==> src/rtl/qbd_pkg.sv <==
// Package: types shared by the port pin driver.
// Assumes: nothing beyond IEEE 1800-2017.
package qbd_pkg;
    // How a pin is driven while controller mode is active.
    typedef enum logic [1:0] {
        DRV_LOW  = 2'd0,
        DRV_HIGH = 2'd1,
        DRV_OFF  = 2'd2
    } drive_e;
endpackage

==> src/rtl/qbd_pulse_timer.sv <==
// Module: per-pin strong-high pulse timer.
// Detects a 0-to-1 change of the data bit and counts the strong-drive window.
// The counter only runs while arm_en (controller mode, not open-drain) is high.
// Assumes: PULSE_CLKS >= 1; synchronous active-low reset.
module qbd_pulse_timer #(
    parameter int PULSE_CLKS = 6
) (
    input  logic clk,
    input  logic rst_n,
    input  logic arm_en,
    input  logic data,
    output logic rise,
    output logic pulse_on
);
    localparam int CNT_W = (PULSE_CLKS < 2) ? 1 : $clog2(PULSE_CLKS);
    localparam logic [CNT_W-1:0] LOAD = CNT_W'(PULSE_CLKS - 1);

    logic             prev_q;
    logic [CNT_W-1:0] cnt_q;
    logic [CNT_W-1:0] cnt_n;

    assign rise     = data & ~prev_q;
    assign pulse_on = (cnt_q != '0);

    // Next count: load on a rise, count down while data holds 1, clear otherwise.
    always_comb begin
        if (!arm_en || !data) begin
            cnt_n = '0;
        end else if (rise) begin
            cnt_n = LOAD;
        end else if (cnt_q != '0) begin
            cnt_n = cnt_q - 1'b1;
        end else begin
            cnt_n = '0;
        end
    end

    // Hold the previous data bit and the remaining pulse count.
    always_ff @(posedge clk) begin
        if (!rst_n) begin
            prev_q <= 1'b1;
            cnt_q  <= '0;
        end else begin
            prev_q <= data;
            cnt_q  <= cnt_n;
        end
    end

    p_cnt_bound_r2: assert property (@(posedge clk) disable iff (!rst_n)
        cnt_q <= LOAD);

    p_no_retrigger_r4: assert property (@(posedge clk) disable iff (!rst_n)
        (data && !rise && !pulse_on) |=> !pulse_on);

    p_cancel_r5: assert property (@(posedge clk) disable iff (!rst_n)
        (!data) |=> !pulse_on);
endmodule

==> src/rtl/qbd_pin_ctrl.sv <==
// Module: per-pin output stage.
// Picks the output value, output enable and weak pull-up enable, all registered.
// Assumes: rise and pulse_on come from the pin's qbd_pulse_timer in the same cycle.
module qbd_pin_ctrl
    import qbd_pkg::*;
#(
    parameter bit HAS_INT_PU = 1'b1
) (
    input  logic clk,
    input  logic rst_n,
    input  logic ctl,
    input  logic od,
    input  logic data,
    input  logic dir,
    input  logic inv,
    input  logic rise,
    input  logic pulse_on,
    output logic out_q,
    output logic oe_q,
    output logic pu_q
);
    drive_e drv;
    logic   out_n;
    logic   oe_n;
    logic   pu_n;

    // Controller-mode drive choice: low, strong high pulse, or released.
    always_comb begin
        if (!data) begin
            drv = DRV_LOW;
        end else if (!od && (rise || pulse_on)) begin
            drv = DRV_HIGH;
        end else begin
            drv = DRV_OFF;
        end
    end

    // Next pin state: controller mode overrides the general-purpose bits.
    always_comb begin
        if (!ctl) begin
            oe_n  = dir;
            out_n = data ^ inv;
        end else begin
            case (drv)
                DRV_LOW:  begin oe_n = 1'b1; out_n = 1'b0; end
                DRV_HIGH: begin oe_n = 1'b1; out_n = 1'b1; end
                default:  begin oe_n = 1'b0; out_n = 1'b0; end
            endcase
        end
        pu_n = HAS_INT_PU ? ~oe_n : 1'b0;
    end

    // Register the pin outputs; reset releases the pin.
    always_ff @(posedge clk) begin
        if (!rst_n) begin
            out_q <= 1'b0;
            oe_q  <= 1'b0;
            pu_q  <= HAS_INT_PU;
        end else begin
            out_q <= out_n;
            oe_q  <= oe_n;
            pu_q  <= pu_n;
        end
    end

    p_low_drive_r1: assert property (@(posedge clk) disable iff (!rst_n)
        (ctl && !data) |=> (oe_q && !out_q));

    p_pulse_start_r2: assert property (@(posedge clk) disable iff (!rst_n)
        (ctl && !od && rise) |=> (oe_q && out_q));

    p_ext_pu_off_r3: assert property (@(posedge clk) disable iff (!rst_n)
        HAS_INT_PU || !pu_q);

    p_od_release_r6: assert property (@(posedge clk) disable iff (!rst_n)
        (ctl && od && data) |=> (!oe_q && !out_q));

    p_gp_follow_r8: assert property (@(posedge clk) disable iff (!rst_n)
        (!ctl) |=> (oe_q == $past(dir) && out_q == $past(data ^ inv)));

    p_pu_excl_r11: assert property (@(posedge clk) disable iff (!rst_n)
        !(pu_q && oe_q));
endmodule

==> src/rtl/qbd_pad_sampler.sv <==
// Module: registers the pad levels for readback by the core.
// Assumes: pad_in is already synchronous to clk.
module qbd_pad_sampler #(
    parameter int WIDTH = 4
) (
    input  logic             clk,
    input  logic             rst_n,
    input  logic [WIDTH-1:0] pad_in,
    output logic [WIDTH-1:0] rd_q
);
    // Capture the pad levels every cycle.
    always_ff @(posedge clk) begin
        if (!rst_n) begin
            rd_q <= '0;
        end else begin
            rd_q <= pad_in;
        end
    end

    p_sample_r10: assert property (@(posedge clk) disable iff (!rst_n)
        $past(rst_n) |-> (rd_q == $past(pad_in)));
endmodule

==> src/rtl/qbd_port_drv.sv <==
// Module: top of the quasi-bidirectional port pin driver.
// Builds one timer and one output stage per pin, plus the pad readback.
// Assumes: EXT_PU_MASK bit set = that pin relies on a pull-up outside the chip.
module qbd_port_drv #(
    parameter int                  NUM_PINS    = 4,
    parameter int                  PULSE_CLKS  = 6,
    parameter logic [NUM_PINS-1:0] EXT_PU_MASK = {1'b1, {(NUM_PINS-1){1'b0}}}
) (
    input  logic                clk,
    input  logic                rst_n,
    input  logic                ctl_mode,
    input  logic                od_mode,
    input  logic [NUM_PINS-1:0] port_data,
    input  logic [NUM_PINS-1:0] cfg_dir,
    input  logic [NUM_PINS-1:0] cfg_inv,
    input  logic [NUM_PINS-1:0] pad_in,
    output logic [NUM_PINS-1:0] pin_out,
    output logic [NUM_PINS-1:0] pin_oe,
    output logic [NUM_PINS-1:0] pin_wpu,
    output logic [NUM_PINS-1:0] pin_rd
);
    localparam logic [NUM_PINS-1:0] INT_PU_MASK = ~EXT_PU_MASK;

    logic arm_en;
    logic [NUM_PINS-1:0] rise;
    logic [NUM_PINS-1:0] pulse_on;

    assign arm_en = ctl_mode & ~od_mode;

    for (genvar i = 0; i < NUM_PINS; i++) begin : g_pin
        qbd_pulse_timer #(
            .PULSE_CLKS (PULSE_CLKS)
        ) u_timer (
            .clk      (clk),
            .rst_n    (rst_n),
            .arm_en   (arm_en),
            .data     (port_data[i]),
            .rise     (rise[i]),
            .pulse_on (pulse_on[i])
        );

        qbd_pin_ctrl #(
            .HAS_INT_PU (INT_PU_MASK[i])
        ) u_ctrl (
            .clk      (clk),
            .rst_n    (rst_n),
            .ctl      (ctl_mode),
            .od       (od_mode),
            .data     (port_data[i]),
            .dir      (cfg_dir[i]),
            .inv      (cfg_inv[i]),
            .rise     (rise[i]),
            .pulse_on (pulse_on[i]),
            .out_q    (pin_out[i]),
            .oe_q     (pin_oe[i]),
            .pu_q     (pin_wpu[i])
        );
    end

    qbd_pad_sampler #(
        .WIDTH (NUM_PINS)
    ) u_sampler (
        .clk    (clk),
        .rst_n  (rst_n),
        .pad_in (pad_in),
        .rd_q   (pin_rd)
    );

    p_reset_rel_r9: assert property (@(posedge clk)
        !rst_n |=> ($past(rst_n) || (pin_oe == '0 && pin_wpu == INT_PU_MASK)));
endmodule

==> config.mk <==
export PLATFORM = sky130hd
export DESIGN_NAME = qbd_port_drv
export DESIGN_NICKNAME = d
export VERILOG_FILES = /design/src/rtl/qbd_pkg.sv /design/src/rtl/qbd_pulse_timer.sv /design/src/rtl/qbd_pin_ctrl.sv /design/src/rtl/qbd_pad_sampler.sv /design/src/rtl/qbd_port_drv.sv
export SDC_FILE = /design/constraint.sdc
export NUM_CORES = 1
export LEC_CHECK = 0
export BUFFER_PORTS_ARGS = -buffer_cell sky130_fd_sc_hd__buf_2
export CORE_UTILIZATION = 46
export DETAILED_ROUTE_END_ITERATION = 8
export PLACE_DENSITY_LB_ADDON = 0.1
export SETUP_SLACK_MARGIN = 0.5
export SKIP_LAST_GASP = 1
export SLEW_MARGIN = 15
export SYNTH_ARGS = -nofsm -noshare
export SYNTH_HDL_FRONTEND = slang
export SYNTH_SLANG_ARGS = --single-unit
==> constraint.sdc <==
create_clock -name clk -period 1.5 [get_ports clk]
set_clock_uncertainty 0.2 [all_clocks]
set_input_delay 0.15 -clock clk [delete_from_list [all_inputs] [get_ports clk]]
set_output_delay 0.15 -clock clk [all_outputs]
set_load 0.05 [all_outputs]
==> impl_metrics.xml, run 1 <==
<?xml version="1.0" encoding="UTF-8"?>
<metrics>
  <group name="power">
    <metric name="max-vdd-ir-drop" unit="V">0.000650</metric>
    <metric name="power_density" unit="nW/um^2">842</metric>
    <metric name="total_leakage_power" unit="nW">0.881</metric>
  </group>
  <group name="route">
    <metric name="drt_wl_total" unit="mm">2.79</metric>
    <metric name="drt-initial-drc-count" unit="">38</metric>
    <metric name="ant_nets" unit="">0</metric>
    <metric name="wl_per_cell" unit="um">12.9</metric>
    <metric name="drc_errors" unit="">10</metric>
    <metric name="via_per_inst" unit="">5.10</metric>
    <metric name="detail_route.first_pass.iterations" unit="">6</metric>
    <metric name="dr_total_vias" unit="">1101</metric>
  </group>
  <group name="critical_path">
    <metric name="timing.critical_path.required" unit="ns">1.58</metric>
    <metric name="crit_arrival" unit="ns">1.45</metric>
    <metric name="critPathKind" unit="">reg -&gt; reg</metric>
    <metric name="worstSetupStartpoint" unit="">g_pin[0].u_timer.cnt_q[0]$_SDFF_PP0_</metric>
    <metric name="crit_path_end_kind" unit="">flop</metric>
    <metric name="path_max_fanout" unit="">2</metric>
    <metric name="critical_path.reg2reg.startpoint" unit="">g_pin[0].u_timer.cnt_q[0]$_SDFF_PP0_</metric>
    <metric name="cp-start-kind" unit="">flop</metric>
  </group>
  <group name="grt">
    <metric name="globalRouteMet2Util" unit="%">35.7</metric>
    <metric name="groute.layer.met1.usage" unit="%">18.0</metric>
    <metric name="antenna_violations_before_repair" unit="">0</metric>
    <metric name="gr-usage-all-layers" unit="%">19.3</metric>
    <metric name="grt_start_max_net_pins" unit="">16</metric>
    <metric name="grt_busiest_layer" unit="">met2</metric>
    <metric name="groute.layer.met3.usage" unit="%">5.53</metric>
    <metric name="grt_pass1_vias" unit="">1158</metric>
    <metric name="first_pass_grt_wire_length" unit="mm">4.57</metric>
    <metric name="grt-ovfl-total" unit="">0</metric>
  </group>
  <group name="sta">
    <metric name="share_of_the_cycle_needed_by_the_critical_path_after_routing" unit="%">91.5</metric>
    <metric name="slew_violations" unit="">0</metric>
    <metric name="setup-violations-final" unit="">0</metric>
    <metric name="timing.final.crit_period" unit="ns">1.37</metric>
    <metric name="max_freq" unit="MHz">729</metric>
    <metric name="setup_tns" unit="ns">0</metric>
    <metric name="timing.final.hold_violations" unit="">11</metric>
    <metric name="timing.hold.ws" unit="ns">-0.126</metric>
    <metric name="unrepaired_setup_endpoints_after_global_routing" unit="">true</metric>
  </group>
  <group name="clock_network">
    <metric name="clkSinkCount" unit="">31</metric>
    <metric name="clkSlewWorstSetupHoldPaths" unit="ns">0.10</metric>
    <metric name="clk_root_buffer_cell" unit="">sky130_fd_sc_hd__clkbuf_4</metric>
    <metric name="cts_tree" unit="">built</metric>
    <metric name="clockBufferDepth" unit="">2</metric>
    <metric name="numCtsBuffers" unit="">5</metric>
    <metric name="worstSkewPairLatency" unit="ns">0.33</metric>
    <metric name="number_of_levels_in_the_clock_h_tree" unit="">2</metric>
  </group>
  <group name="final_layout">
    <metric name="final_cell_mix" unit="">sky130_fd_sc_hd__buf_2, sky130_fd_sc_hd__dfxtp_2, sky130_fd_sc_hd__inv_2, sky130_fd_sc_hd__dfxtp_1, sky130_fd_sc_hd__dlygate4sd3_1</metric>
    <metric name="diodes_inserted" unit="">0</metric>
    <metric name="layout-drive-gt1-share" unit="%">60.0</metric>
    <metric name="final_cell_area" unit="um^2">2040</metric>
    <metric name="fin_nets" unit="">217</metric>
    <metric name="fin_cells" unit="">216</metric>
    <metric name="syn_to_final_growth" unit="%">48.1</metric>
    <metric name="layout_commonest_cell" unit="">sky130_fd_sc_hd__buf_2</metric>
  </group>
  <group name="floorplanning">
    <metric name="core_area" unit="um^2">2810</metric>
    <metric name="chipHeight" unit="um">56.8</metric>
    <metric name="floorplan.die_area" unit="um^2">3220</metric>
    <metric name="design.portCount" unit="">36</metric>
    <metric name="dieWidth" unit="um">56.8</metric>
    <metric name="num_rows" unit="">19</metric>
    <metric name="initial_core_util" unit="%">49.2</metric>
  </group>
  <group name="placement">
    <metric name="hpwl_detailed" unit="mm">1.76</metric>
    <metric name="place.port_buffers" unit="">34</metric>
    <metric name="gp_congestion" unit="">0.732</metric>
    <metric name="detailed_place.area" unit="um^2">1650</metric>
    <metric name="post_placement_cell_count" unit="">192</metric>
  </group>
  <group name="yosys">
    <metric name="syn_nets" unit="">172</metric>
    <metric name="post_synth_instance_area" unit="um^2">1380</metric>
    <metric name="postSynthCellCount" unit="">140</metric>
    <metric name="synth-seq-area-share" unit="%">45.0</metric>
    <metric name="synth-seq-cells" unit="">31</metric>
    <metric name="ys_warnings" unit="">0</metric>
    <metric name="yosysUniqueCellTypes" unit="">28</metric>
    <metric name="postSynthAreaPerCell" unit="um^2">9.85</metric>
  </group>
  <group name="worst_hold_path">
    <metric name="min_path_type" unit="">in -&gt; reg</metric>
    <metric name="hp-start" unit="">port_data[1]</metric>
  </group>
  <group name="run">
    <metric name="timing.max_cap.violations" unit="">0</metric>
  </group>
  <group name="run_status">
    <metric name="violations" unit="">design-rule violations, negative hold slack</metric>
    <metric name="status" unit="">complete, but fails checks</metric>
  </group>
</metrics>
area by class of cell:
type                            instances  area, um^2
Clock inverter                          1        5.00
Inverter                               22        85.1
Clock buffer                            6        51.3
Fill cell                             219         763
Multi-Input combinational cell         72         757
Sequential cell                        31         643
Timing Repair Buffer                   53         462
Tap cell                               31        38.8
what timing repair did:
item | CTS | global route
gates resized for setup | 53 | 8
setup endpoints to repair | 38 | 40
pin swaps | 2 | 3
buffers inserted | 4 | 0
hold buffers | 10 | 4
endpoints found under the hold margin | 31 | 21
critical path: stages (launching register included):
cell and delay (ns):
sky130_fd_sc_hd__dfxtp_2 0.34, sky130_fd_sc_hd__inv_2 0.04, sky130_fd_sc_hd__ha_4 0.15, sky130_fd_sc_hd__ha_4 0.15, sky130_fd_sc_hd__and2_4 0.15, sky130_fd_sc_hd__nor2_4 0.10
sky130_fd_sc_hd__o221a_2 0.19
metal layers:
| layer | routed length, um | up-vias | part of all wire (%) |
|---|---|---|---|
| li1 | - | 537 | - |
| met1 | 1040 | 510 | 37 |
| met2 | 1480 | 43 | 53 |
| met3 | 176 | 11 | 6.3 |
| met4 | 93 | 0 | 3.3 |
| met5 | 0 | - | 0 |
path summary, 6_finish.rpt:
path / cells past startpoint / slack [ns] / endpoint
worst min register to register: 1 / 0.32 / g_pin[1].u_timer.cnt_q[2]$_SDFF_PP0_
worst max-delay path: 6 / 0.13 / g_pin[0].u_ctrl.oe_q$_SDFF_PN0_
worst min-delay path: 2 / -0.13 / g_pin[1].u_timer.prev_q$_SDFF_PN1_
worst max register to register: 6 / 0.13 / g_pin[0].u_ctrl.oe_q$_SDFF_PN0_
state kept, by name, indices dropped and copies added, names as in the netlist:
| signal | flops |
|---|---|
| g_pin.u_ctrl.oe_q | 4 |
| g_pin.u_timer.prev_q | 4 |
| g_pin.u_ctrl.pu_q | 3 |
| u_sampler.rd_q | 4 |
| g_pin.u_timer.cnt_q | 12 |
| g_pin.u_ctrl.out_q | 4 |
logic make-up after synthesis:
logic type | synth area share, %
buf+inv | 14.2
other cells | 0.272
mux | 1.63
xor+xnor | 1.27
simple gates | 15.2
flops | 45.0
compound gates | 11.4
fa+ha+maj | 10.9
cell usage after synthesis:
master / count / share of area (%)
sky130_fd_sc_hd__dfxtp_1: 31 / 45
sky130_fd_sc_hd__inv_1: 22 / 6.0
sky130_fd_sc_hd__buf_4: 13 / 7.1
sky130_fd_sc_hd__ha_1: 12 / 11
sky130_fd_sc_hd__nand2_1: 11 / 3.0
sky130_fd_sc_hd__and2_1: 6 / 2.7
sky130_fd_sc_hd__o21ai_0: 6 / 2.2
sky130_fd_sc_hd__a21oi_1: 4 / 1.5
sky130_fd_sc_hd__and3_1: 4 / 1.8
sky130_fd_sc_hd__o22ai_1: 4 / 1.8
sky130_fd_sc_hd__a22o_1: 2 / 1.3
sky130_fd_sc_hd__a2bb2oi_1: 2 / 1.3
sky130_fd_sc_hd__mux2_2: 2 / 1.6
sky130_fd_sc_hd__nand2b_1: 2 / 0.91
sky130_fd_sc_hd__nor2_1: 2 / 0.54
sky130_fd_sc_hd__nor4b_2: 2 / 2.2
sky130_fd_sc_hd__o221a_2: 2 / 1.6
sky130_fd_sc_hd__o221ai_1: 2 / 1.3
sky130_fd_sc_hd__xnor2_1: 2 / 1.3
sky130_fd_sc_hd__a22oi_1: 1 / 0.54
sky130_fd_sc_hd__and3b_2: 1 / 0.73
sky130_fd_sc_hd__buf_2: 1 / 0.36
sky130_fd_sc_hd__buf_6: 1 / 0.82
sky130_fd_sc_hd__conb_1: 1 / 0.27
sky130_fd_sc_hd__nand2_2: 1 / 0.45
sky130_fd_sc_hd__nor4b_1: 1 / 0.64
sky130_fd_sc_hd__nor4b_4: 1 / 1.7
sky130_fd_sc_hd__or2b_1: 1 / 0.54
report_power, final:
part | switching (mW) | internal [mW] | total, mW
Clock | 0.273 | 0.217 | 0.490
Sequential | 0.0226 | 0.862 | 0.885
Combinational | 0.187 | 0.157 | 0.345
through the flow:
step	hold WS (ns)	setup slack (ns)	power, mW	util, %
2_1_floorplan	0.0230	0.187	1.11	-
3_3_place_gp	0.160	0.149	1.15	58.8
3_5_place_dp	0.161	0.0960	1.15	58.8
4_1_cts	-0.137	0.137	1.72	70.7
5_1_grt	-0.127	0.0974	1.80	72.8
6_report	-0.126	0.127	1.72	72.8
No activity file was read; power rests on OpenSTA's default activity.
==> inputs of run 2 (changes only) <==
--- a/config.mk
+++ b/config.mk
@@ -5,13 +5,14 @@
 export SDC_FILE = /design/constraint.sdc
 export NUM_CORES = 1
 export LEC_CHECK = 0
-export BUFFER_PORTS_ARGS = -buffer_cell sky130_fd_sc_hd__buf_2
-export CORE_UTILIZATION = 46
+export CORE_UTILIZATION = 54
 export DETAILED_ROUTE_END_ITERATION = 8
+export DONT_BUFFER_PORTS = 1
 export PLACE_DENSITY_LB_ADDON = 0.1
 export SETUP_SLACK_MARGIN = 0.5
 export SKIP_LAST_GASP = 1
 export SLEW_MARGIN = 15
 export SYNTH_ARGS = -nofsm -noshare
 export SYNTH_HDL_FRONTEND = slang
+export SYNTH_HIERARCHICAL = 1
 export SYNTH_SLANG_ARGS = --single-unit
==> impl_metrics.xml, run 2 <==
<?xml version="1.0" encoding="UTF-8"?>
<metrics>
  <group name="grt">
    <metric name="gr-usage-all-layers" unit="%">24.3</metric>
    <metric name="first_pass_grt_wire_length" unit="mm">4.50</metric>
    <metric name="antenna_violations_before_repair" unit="">0</metric>
    <metric name="grt-ovfl-total" unit="">0</metric>
    <metric name="grt_start_max_net_pins" unit="">21</metric>
    <metric name="grt_pass1_vias" unit="">1052</metric>
  </group>
  <group name="yosys">
    <metric name="postSynthCellCount" unit="">134</metric>
    <metric name="post_synth_instance_area" unit="um^2">1340</metric>
    <metric name="cell_types_with_the_highest_counts_after_synthesis" unit="">sky130_fd_sc_hd__dfxtp_1, sky130_fd_sc_hd__inv_1, sky130_fd_sc_hd__ha_1, sky130_fd_sc_hd__nand2b_1, sky130_fd_sc_hd__o21ai_0</metric>
    <metric name="post-synth-top-area-cell" unit="">sky130_fd_sc_hd__dfxtp_1</metric>
    <metric name="postSynthAreaPerCell" unit="um^2">9.99</metric>
    <metric name="synth-seq-area-share" unit="%">46.4</metric>
    <metric name="synth-async-reset-ratio" unit="%">0</metric>
    <metric name="ys_top_cells_by_area" unit="">sky130_fd_sc_hd__dfxtp_1, sky130_fd_sc_hd__ha_1, sky130_fd_sc_hd__inv_1</metric>
    <metric name="yosysUniqueCellTypes" unit="">26</metric>
    <metric name="synth.most_common_cell" unit="">sky130_fd_sc_hd__dfxtp_1</metric>
    <metric name="synth_ff_type" unit="">sky130_fd_sc_hd__dfxtp_1</metric>
    <metric name="synth-seq-cells" unit="">31</metric>
    <metric name="ys_warnings" unit="">6</metric>
    <metric name="synth.top_cell.area_share" unit="%">46.4</metric>
    <metric name="synth-edff-count" unit="">0</metric>
    <metric name="syn_nets" unit="">166</metric>
  </group>
  <group name="critical_path">
    <metric name="cp-start-kind" unit="">flop</metric>
    <metric name="r2r_end" unit="">g_pin[3].u_ctrl/out_q$_SDFF_PN0_</metric>
    <metric name="path_max_fanout" unit="">3</metric>
    <metric name="crit_path_end_kind" unit="">flop</metric>
    <metric name="critical_path.reg2reg.startpoint" unit="">g_pin[3].u_timer/cnt_q[1]$_SDFF_PP0_</metric>
    <metric name="timing.critical_path.required" unit="ns">1.51</metric>
    <metric name="crit_arrival" unit="ns">1.43</metric>
    <metric name="critical_path.top_delay_family" unit="">flip-flops</metric>
    <metric name="critical_path.n_buffers_inverters" unit="">2</metric>
    <metric name="critical-path-slowest-cell" unit="">sky130_fd_sc_hd__dfxtp_2</metric>
    <metric name="crit_chain" unit="">inv_2 &gt; ha_4 &gt; ha_4 &gt; inv_2 &gt; o21bai_4 &gt; nor2_2 &gt; o211a_1</metric>
    <metric name="critical-path-max-stage-delay" unit="ns">0.33</metric>
    <metric name="critPathKind" unit="">reg -&gt; reg</metric>
    <metric name="reg2regPathDepth" unit="">7</metric>
    <metric name="rrSetupSlack" unit="ns">0.08</metric>
  </group>
  <group name="clock_network">
    <metric name="numCtsBuffers" unit="">5</metric>
    <metric name="clkSlewWorstSetupHoldPaths" unit="ns">0.10</metric>
    <metric name="clockBufferDepth" unit="">2</metric>
    <metric name="cts_tree" unit="">built</metric>
    <metric name="clk_root_buffer_cell" unit="">sky130_fd_sc_hd__clkbuf_4</metric>
    <metric name="number_of_levels_in_the_clock_h_tree" unit="">2</metric>
    <metric name="cts_hold_repair.buffers" unit="">8</metric>
    <metric name="clkSinkCount" unit="">31</metric>
    <metric name="worstSkewPairLatency" unit="ns">0.32</metric>
  </group>
  <group name="sta">
    <metric name="share_of_the_cycle_needed_by_the_critical_path_after_routing" unit="%">94.6</metric>
    <metric name="timing.hold.ws" unit="ns">-0.285</metric>
    <metric name="max_freq" unit="MHz">705</metric>
    <metric name="setup_tns" unit="ns">0</metric>
    <metric name="setup-violations-final" unit="">0</metric>
    <metric name="unrepaired_setup_endpoints_after_global_routing" unit="">true</metric>
    <metric name="timing.final.crit_period" unit="ns">1.42</metric>
    <metric name="timing.final.hold_violations" unit="">24</metric>
    <metric name="slew_violations" unit="">0</metric>
  </group>
  <group name="final_layout">
    <metric name="layout-drive-gt1-share" unit="%">55.6</metric>
    <metric name="layout_commonest_cell" unit="">sky130_fd_sc_hd__inv_2</metric>
    <metric name="finalCoreUtilization" unit="%">83.9</metric>
    <metric name="fillCellCount" unit="">125</metric>
    <metric name="fin_nets" unit="">191</metric>
    <metric name="most_flops_register" unit="">g_pin.u_timer/cnt_q</metric>
    <metric name="largest_register_ff_count" unit="">12</metric>
    <metric name="syn_to_final_growth" unit="%">42.6</metric>
    <metric name="final_cell_mix" unit="">sky130_fd_sc_hd__inv_2, sky130_fd_sc_hd__dfxtp_4, sky130_fd_sc_hd__ha_4</metric>
    <metric name="diodes_inserted" unit="">0</metric>
  </group>
  <group name="placement">
    <metric name="gp_congestion" unit="">0.710</metric>
    <metric name="hpwl_detailed" unit="mm">1.62</metric>
    <metric name="place.port_buffers" unit="">0</metric>
  </group>
  <group name="floorplanning">
    <metric name="initial_core_util" unit="%">58.8</metric>
    <metric name="chipHeight" unit="um">51.8</metric>
    <metric name="core_area" unit="um^2">2280</metric>
    <metric name="design.portCount" unit="">36</metric>
    <metric name="floorplan.die_area" unit="um^2">2680</metric>
    <metric name="dieWidth" unit="um">51.8</metric>
    <metric name="num_rows" unit="">17</metric>
  </group>
  <group name="route">
    <metric name="dr_total_vias" unit="">978</metric>
    <metric name="drc_errors" unit="">0</metric>
    <metric name="via_per_inst" unit="">5.20</metric>
    <metric name="wl_per_cell" unit="um">16.0</metric>
    <metric name="detail_route.first_pass.iterations" unit="">4</metric>
    <metric name="drt_wl_total" unit="mm">3.02</metric>
    <metric name="drt-initial-drc-count" unit="">9</metric>
    <metric name="ant_nets" unit="">0</metric>
  </group>
  <group name="run_status">
    <metric name="status" unit="">complete, but fails checks</metric>
    <metric name="violations" unit="">negative hold slack</metric>
  </group>
  <group name="worst_hold_path">
    <metric name="min_to" unit="">g_pin[3].u_ctrl/oe_q$_SDFF_PN0_</metric>
    <metric name="hp-start" unit="">ctl_mode</metric>
    <metric name="timing.hold.worst_path_depth" unit="">1</metric>
    <metric name="min_path_type" unit="">in -&gt; reg</metric>
  </group>
  <group name="power">
    <metric name="max-vdd-ir-drop" unit="V">0.000909</metric>
    <metric name="total_leakage_power" unit="nW">0.770</metric>
    <metric name="power_density" unit="nW/um^2">869</metric>
    <metric name="total_power" unit="mW">1.66</metric>
  </group>
  <group name="run">
    <metric name="timing.max_cap.violations" unit="">0</metric>
  </group>
</metrics>
## run 2: worst max-delay path by stage
stage                                    startpoint                               end  cells after the start
6_report       g_pin[3].u_timer/cnt_q[1]$_SDFF_PP0_  g_pin[3].u_ctrl/out_q$_SDFF_PN0_                      7
5_1_grt        g_pin[3].u_timer/cnt_q[1]$_SDFF_PP0_  g_pin[3].u_ctrl/out_q$_SDFF_PN0_                      7
4_1_cts        g_pin[1].u_timer/cnt_q[0]$_SDFF_PP0_   g_pin[1].u_ctrl/oe_q$_SDFF_PN0_                      7
3_5_place_dp   g_pin[1].u_timer/cnt_q[0]$_SDFF_PP0_   g_pin[1].u_ctrl/oe_q$_SDFF_PN0_                      7
3_3_place_gp   g_pin[1].u_timer/cnt_q[0]$_SDFF_PP0_   g_pin[1].u_ctrl/oe_q$_SDFF_PN0_                      7
2_1_floorplan  g_pin[3].u_timer/cnt_q[0]$_SDFF_PP0_  g_pin[3].u_ctrl/out_q$_SDFF_PN0_                      7
## run 2: per-layer routing
layer	vias up	track usage (%)	part of all wire, %
met3	4	10.2	7.3
met5	-	0	0
met4	0	12.2	0.96
met2	48	45.7	54
li1	471	-	-
met1	455	21.9	38
## run 2: area by class of cell
cell class	instances	area, um^2	area share (%)
tap	28	35.0	1.83
timing repair buffer	19	193	10.1
sequential	31	684	35.8
multi-input combinational	74	816	42.7
clock buffer	8	68.8	3.60
inverter	28	113	5.90
## run 2: through the flow
step           cell area [um^2]  cells  setup WS (ns)  hold WS, ns
2_1_floorplan              1480    134          0.188       0.0230
3_3_place_gp               1510    161          0.144       0.0256
3_5_place_dp               1510    161          0.112       0.0296
4_1_cts                    1810    184          0.114       -0.296
5_1_grt                    1910    188         0.0546       -0.305
6_report                   1910    188         0.0813       -0.285
## run 2: kinds of logic (layout without fill, tap and decap cells)
kind of cell | Yosys count | after routing | share of synthesized area [%]
DFF | 31 | 31 | 46.4
buffers and inverters | 29 | 55 | 8.41
adders and majority gates | 12 | 12 | 11.2
AOI/OAI and AO/OA | 23 | 23 | 12.4
other | 1 | 1 | 0.280
xor gates and xnor gates | 3 | 3 | 1.96
and+or+nand+nor | 35 | 35 | 19.3
## run 2: repair_timing
action,4_1_cts,5_1_grt
hold endpoints to repair,31,24
cloned,0,0
buffers inserted,7,4
gates resized for setup,37,16
setup endpoints to repair,38,38
pin swaps,13,14
## run 2: power by group
group          switching [mW]  internal (mW)
Sequential              0.113          0.852
Clock                   0.277          0.276
Combinational          0.0577         0.0825
==> inputs of run 3 (changes only) <==
--- a/config.mk
+++ b/config.mk
@@ -5,7 +5,8 @@
 export SDC_FILE = /design/constraint.sdc
 export NUM_CORES = 1
 export LEC_CHECK = 0
-export CORE_UTILIZATION = 54
+export ABC_AREA = 1
+export CORE_UTILIZATION = 55
 export DETAILED_ROUTE_END_ITERATION = 8
 export DONT_BUFFER_PORTS = 1
 export PLACE_DENSITY_LB_ADDON = 0.1
==> impl_metrics.xml, run 3 <==
<?xml version="1.0" encoding="UTF-8"?>
<metrics>
  <group name="placement">
    <metric name="place_worst_setup_slack" unit="ns">0.189</metric>
    <metric name="detailed_place.area" unit="um^2">1560</metric>
    <metric name="hpwl_detailed" unit="mm">1.72</metric>
    <metric name="place.port_buffers" unit="">0</metric>
    <metric name="gp_congestion" unit="">0.783</metric>
  </group>
  <group name="route">
    <metric name="drc_errors" unit="">0</metric>
    <metric name="via_per_inst" unit="">4.87</metric>
    <metric name="drt_wl_total" unit="mm">3.26</metric>
    <metric name="ant_nets" unit="">0</metric>
    <metric name="detail_route.first_pass.iterations" unit="">4</metric>
    <metric name="wl_per_cell" unit="um">13.3</metric>
    <metric name="dr_total_vias" unit="">1199</metric>
    <metric name="drt-initial-drc-count" unit="">17</metric>
  </group>
  <group name="grt">
    <metric name="grt_start_max_net_pins" unit="">17</metric>
    <metric name="first_pass_grt_wire_length" unit="mm">4.86</metric>
    <metric name="grt_pass1_vias" unit="">1196</metric>
    <metric name="grt-ovfl-total" unit="">0</metric>
    <metric name="antenna_violations_before_repair" unit="">0</metric>
    <metric name="gr-usage-all-layers" unit="%">24.8</metric>
  </group>
  <group name="final_layout">
    <metric name="most_flops_register" unit="">g_pin.u_timer/cnt_q</metric>
    <metric name="syn_to_final_growth" unit="%">42.1</metric>
    <metric name="final_cell_area" unit="um^2">1990</metric>
    <metric name="layout_commonest_cell" unit="">sky130_fd_sc_hd__inv_1</metric>
    <metric name="diodes_inserted" unit="">0</metric>
    <metric name="layout-drive-gt1-share" unit="%">43.1</metric>
    <metric name="fin_nets" unit="">249</metric>
    <metric name="final_cell_mix" unit="">sky130_fd_sc_hd__inv_1, sky130_fd_sc_hd__nand2_1, sky130_fd_sc_hd__inv_2</metric>
    <metric name="largest_register_ff_count" unit="">12</metric>
    <metric name="fillCellCount" unit="">111</metric>
  </group>
  <group name="critical_path">
    <metric name="cp-start-kind" unit="">flop</metric>
    <metric name="rrSetupSlack" unit="ns">0.1</metric>
    <metric name="path_max_fanout" unit="">2</metric>
    <metric name="critical_path.reg2reg.startpoint" unit="">g_pin[2].u_timer/cnt_q[0]$_SDFF_PP0_</metric>
    <metric name="crit_arrival" unit="ns">1.42</metric>
    <metric name="critical-path-slowest-cell" unit="">sky130_fd_sc_hd__dfxtp_2</metric>
    <metric name="critical-path-max-stage-delay" unit="ns">0.33</metric>
    <metric name="timing.critical_path.required" unit="ns">1.52</metric>
    <metric name="crit_chain" unit="">inv_2 &gt; ha_4 &gt; ha_4 &gt; inv_2 &gt; o21ai_2 &gt; nand3_1 &gt; nand2_1 &gt; inv_1</metric>
    <metric name="crit_path_end_kind" unit="">flop</metric>
    <metric name="critPathKind" unit="">reg -&gt; reg</metric>
    <metric name="worstSetupStartpoint" unit="">g_pin[2].u_timer/cnt_q[0]$_SDFF_PP0_</metric>
  </group>
  <group name="yosys">
    <metric name="ys_top_cells_by_area" unit="">sky130_fd_sc_hd__dfxtp_1, sky130_fd_sc_hd__inv_1, sky130_fd_sc_hd__ha_1</metric>
    <metric name="synth.top_cell.area_share" unit="%">44.2</metric>
    <metric name="yosysUniqueCellTypes" unit="">19</metric>
    <metric name="synth_ff_type" unit="">sky130_fd_sc_hd__dfxtp_1</metric>
    <metric name="cell_types_with_the_highest_counts_after_synthesis" unit="">sky130_fd_sc_hd__inv_1, sky130_fd_sc_hd__nand2_1, sky130_fd_sc_hd__dfxtp_1, sky130_fd_sc_hd__ha_1</metric>
    <metric name="postSynthCellCount" unit="">187</metric>
    <metric name="synth.most_common_cell" unit="">sky130_fd_sc_hd__inv_1</metric>
    <metric name="post-synth-top-area-cell" unit="">sky130_fd_sc_hd__dfxtp_1</metric>
    <metric name="post_synth_instance_area" unit="um^2">1400</metric>
    <metric name="synth-edff-count" unit="">0</metric>
    <metric name="syn_nets" unit="">219</metric>
    <metric name="ys_warnings" unit="">6</metric>
    <metric name="synth-async-reset-ratio" unit="%">0</metric>
    <metric name="synth-seq-area-share" unit="%">44.2</metric>
    <metric name="postSynthAreaPerCell" unit="um^2">7.50</metric>
    <metric name="synth-seq-cells" unit="">31</metric>
  </group>
  <group name="floorplanning">
    <metric name="floorplan.die_area" unit="um^2">2760</metric>
    <metric name="chipHeight" unit="um">52.5</metric>
    <metric name="initial_core_util" unit="%">61.1</metric>
    <metric name="core_area" unit="um^2">2300</metric>
    <metric name="dieWidth" unit="um">52.5</metric>
    <metric name="num_rows" unit="">17</metric>
    <metric name="design.portCount" unit="">36</metric>
  </group>
  <group name="sta">
    <metric name="setup-violations-final" unit="">0</metric>
    <metric name="unrepaired_setup_endpoints_after_global_routing" unit="">true</metric>
    <metric name="timing.final.hold_violations" unit="">18</metric>
    <metric name="max_freq" unit="MHz">713</metric>
    <metric name="timing.final.crit_period" unit="ns">1.40</metric>
    <metric name="setup_tns" unit="ns">0</metric>
    <metric name="timing.hold.ws" unit="ns">-0.227</metric>
    <metric name="slew_violations" unit="">0</metric>
    <metric name="share_of_the_cycle_needed_by_the_critical_path_after_routing" unit="%">93.5</metric>
    <metric name="final.setup.worst_slack" unit="ns">0.0977</metric>
  </group>
  <group name="worst_hold_path">
    <metric name="hp-start" unit="">ctl_mode</metric>
    <metric name="min_path_type" unit="">in -&gt; reg</metric>
  </group>
  <group name="clock_network">
    <metric name="clockBufferDepth" unit="">2</metric>
    <metric name="worstSkewPairLatency" unit="ns">0.31</metric>
    <metric name="clkSlewWorstSetupHoldPaths" unit="ns">0.10</metric>
    <metric name="clkSinkCount" unit="">31</metric>
    <metric name="clk_root_buffer_cell" unit="">sky130_fd_sc_hd__clkbuf_4</metric>
    <metric name="numCtsBuffers" unit="">5</metric>
    <metric name="number_of_levels_in_the_clock_h_tree" unit="">2</metric>
    <metric name="cts_tree" unit="">built</metric>
  </group>
  <group name="power">
    <metric name="max-vdd-ir-drop" unit="V">0.000670</metric>
    <metric name="power_density" unit="nW/um^2">790</metric>
    <metric name="total_leakage_power" unit="nW">0.957</metric>
  </group>
  <group name="run">
    <metric name="timing.max_cap.violations" unit="">0</metric>
  </group>
  <group name="run_status">
    <metric name="status" unit="">complete, but fails checks</metric>
    <metric name="violations" unit="">negative hold slack</metric>
  </group>
</metrics>
[run 3: cell count changes in the layout (fill, tap and decap cells not counted), sizes merged, moves of 4 or more]
cell	previous run	this run
nor4b	4	0
nor2b	5	0
inv	28	60
nand2b	7	0
nand3	4	15
a21oi	4	10
nor2	5	12
nand2	3	34
dlygate4sd3	8	14
o21bai	4	0
[run 3: cell type report]
cell class                 count  area [um^2]  share of cell area [%]
clock inverter                 1         5.00                   0.251
timing repair buffer          24          233                    11.7
sequential                    31          682                    34.2
clock buffer                   7         45.0                    2.26
multi-input combinational     94          757                    38.0
tap                           28         35.0                    1.76
inverter                      61          236                    11.9
[run 3: worst max-delay path: cells and delay by family, from the launching register on]
family | cells | cell delay [ns]
flops | 1 | 0.33
fa+ha+maj | 2 | 0.27
simple gates | 2 | 0.21
buf+inv | 3 | 0.15
compound gates | 1 | 0.14
[run 3: through the flow]
step / hold WS [ns] / instances / utilization (%) / power [mW]
3_3_place_gp: 0.0213 / 214 / 67.9 / 1.07
3_5_place_dp: 0.0258 / 214 / 67.9 / 1.08
6_report: -0.227 / 246 / 86.8 / 1.58
2_1_floorplan: 0.0187 / 187 / - / 1.06
5_1_grt: -0.240 / 246 / 86.8 / 1.65
4_1_cts: -0.239 / 237 / 79.2 / 1.54
[run 3: cell families (layout without fill, tap and decap cells)]
| group | count (synthesis) | count (layout) | share of synthesized area [%] |
|---|---|---|---|
| compound gates | 17 | 17 | 6.87 |
| fa+ha+maj | 12 | 12 | 10.7 |
| buf+inv | 62 | 93 | 16.9 |
| flops | 31 | 31 | 44.2 |
| other cells | 1 | 1 | 0.267 |
| simple gates | 64 | 64 | 21.1 |
[run 3: worst paths after layout]
path | depth (start not counted) | to
hold reg to reg | 3 | g_pin[1].u_timer/cnt_q[0]$_SDFF_PP0_
setup reg to reg | 8 | g_pin[2].u_ctrl/oe_q$_SDFF_PN0_
hold / removal | 2 | g_pin[1].u_ctrl/pu_q$_SDFF_PN1_
setup / recovery | 8 | g_pin[2].u_ctrl/oe_q$_SDFF_PN0_
[run 3: what timing repair did]
action / 4_1_cts / 5_1_grt
hold buffers: 14 / 2
setup endpoints to repair: 38 / 39
pin swaps: 4 / 18
hold endpoints to repair: 31 / 21
gates cloned: 0 / 0
gates resized for setup: 34 / 30
setup buffers: 1 / 7
[run 3: power by group]
| group | internal, mW | switching (mW) | leakage [nW] |
|---|---|---|---|
| Clock | 0.183 | 0.272 | 0.0293 |
| Combinational | 0.0783 | 0.0906 | 0.662 |
| Sequential | 0.850 | 0.102 | 0.266 |
| Total | 1.11 | 0.465 | 0.957 |
[run 3: layer usage]
metal | vias to the layer above | track usage [%] | wire (um)
li1 | 597 | - | -
met1 | 555 | 24.6 | 1270
met2 | 45 | 46.4 | 1740
met3 | 2 | 8.70 | 237
met4 | 0 | 9.65 | 16
met5 | - | 0 | 0
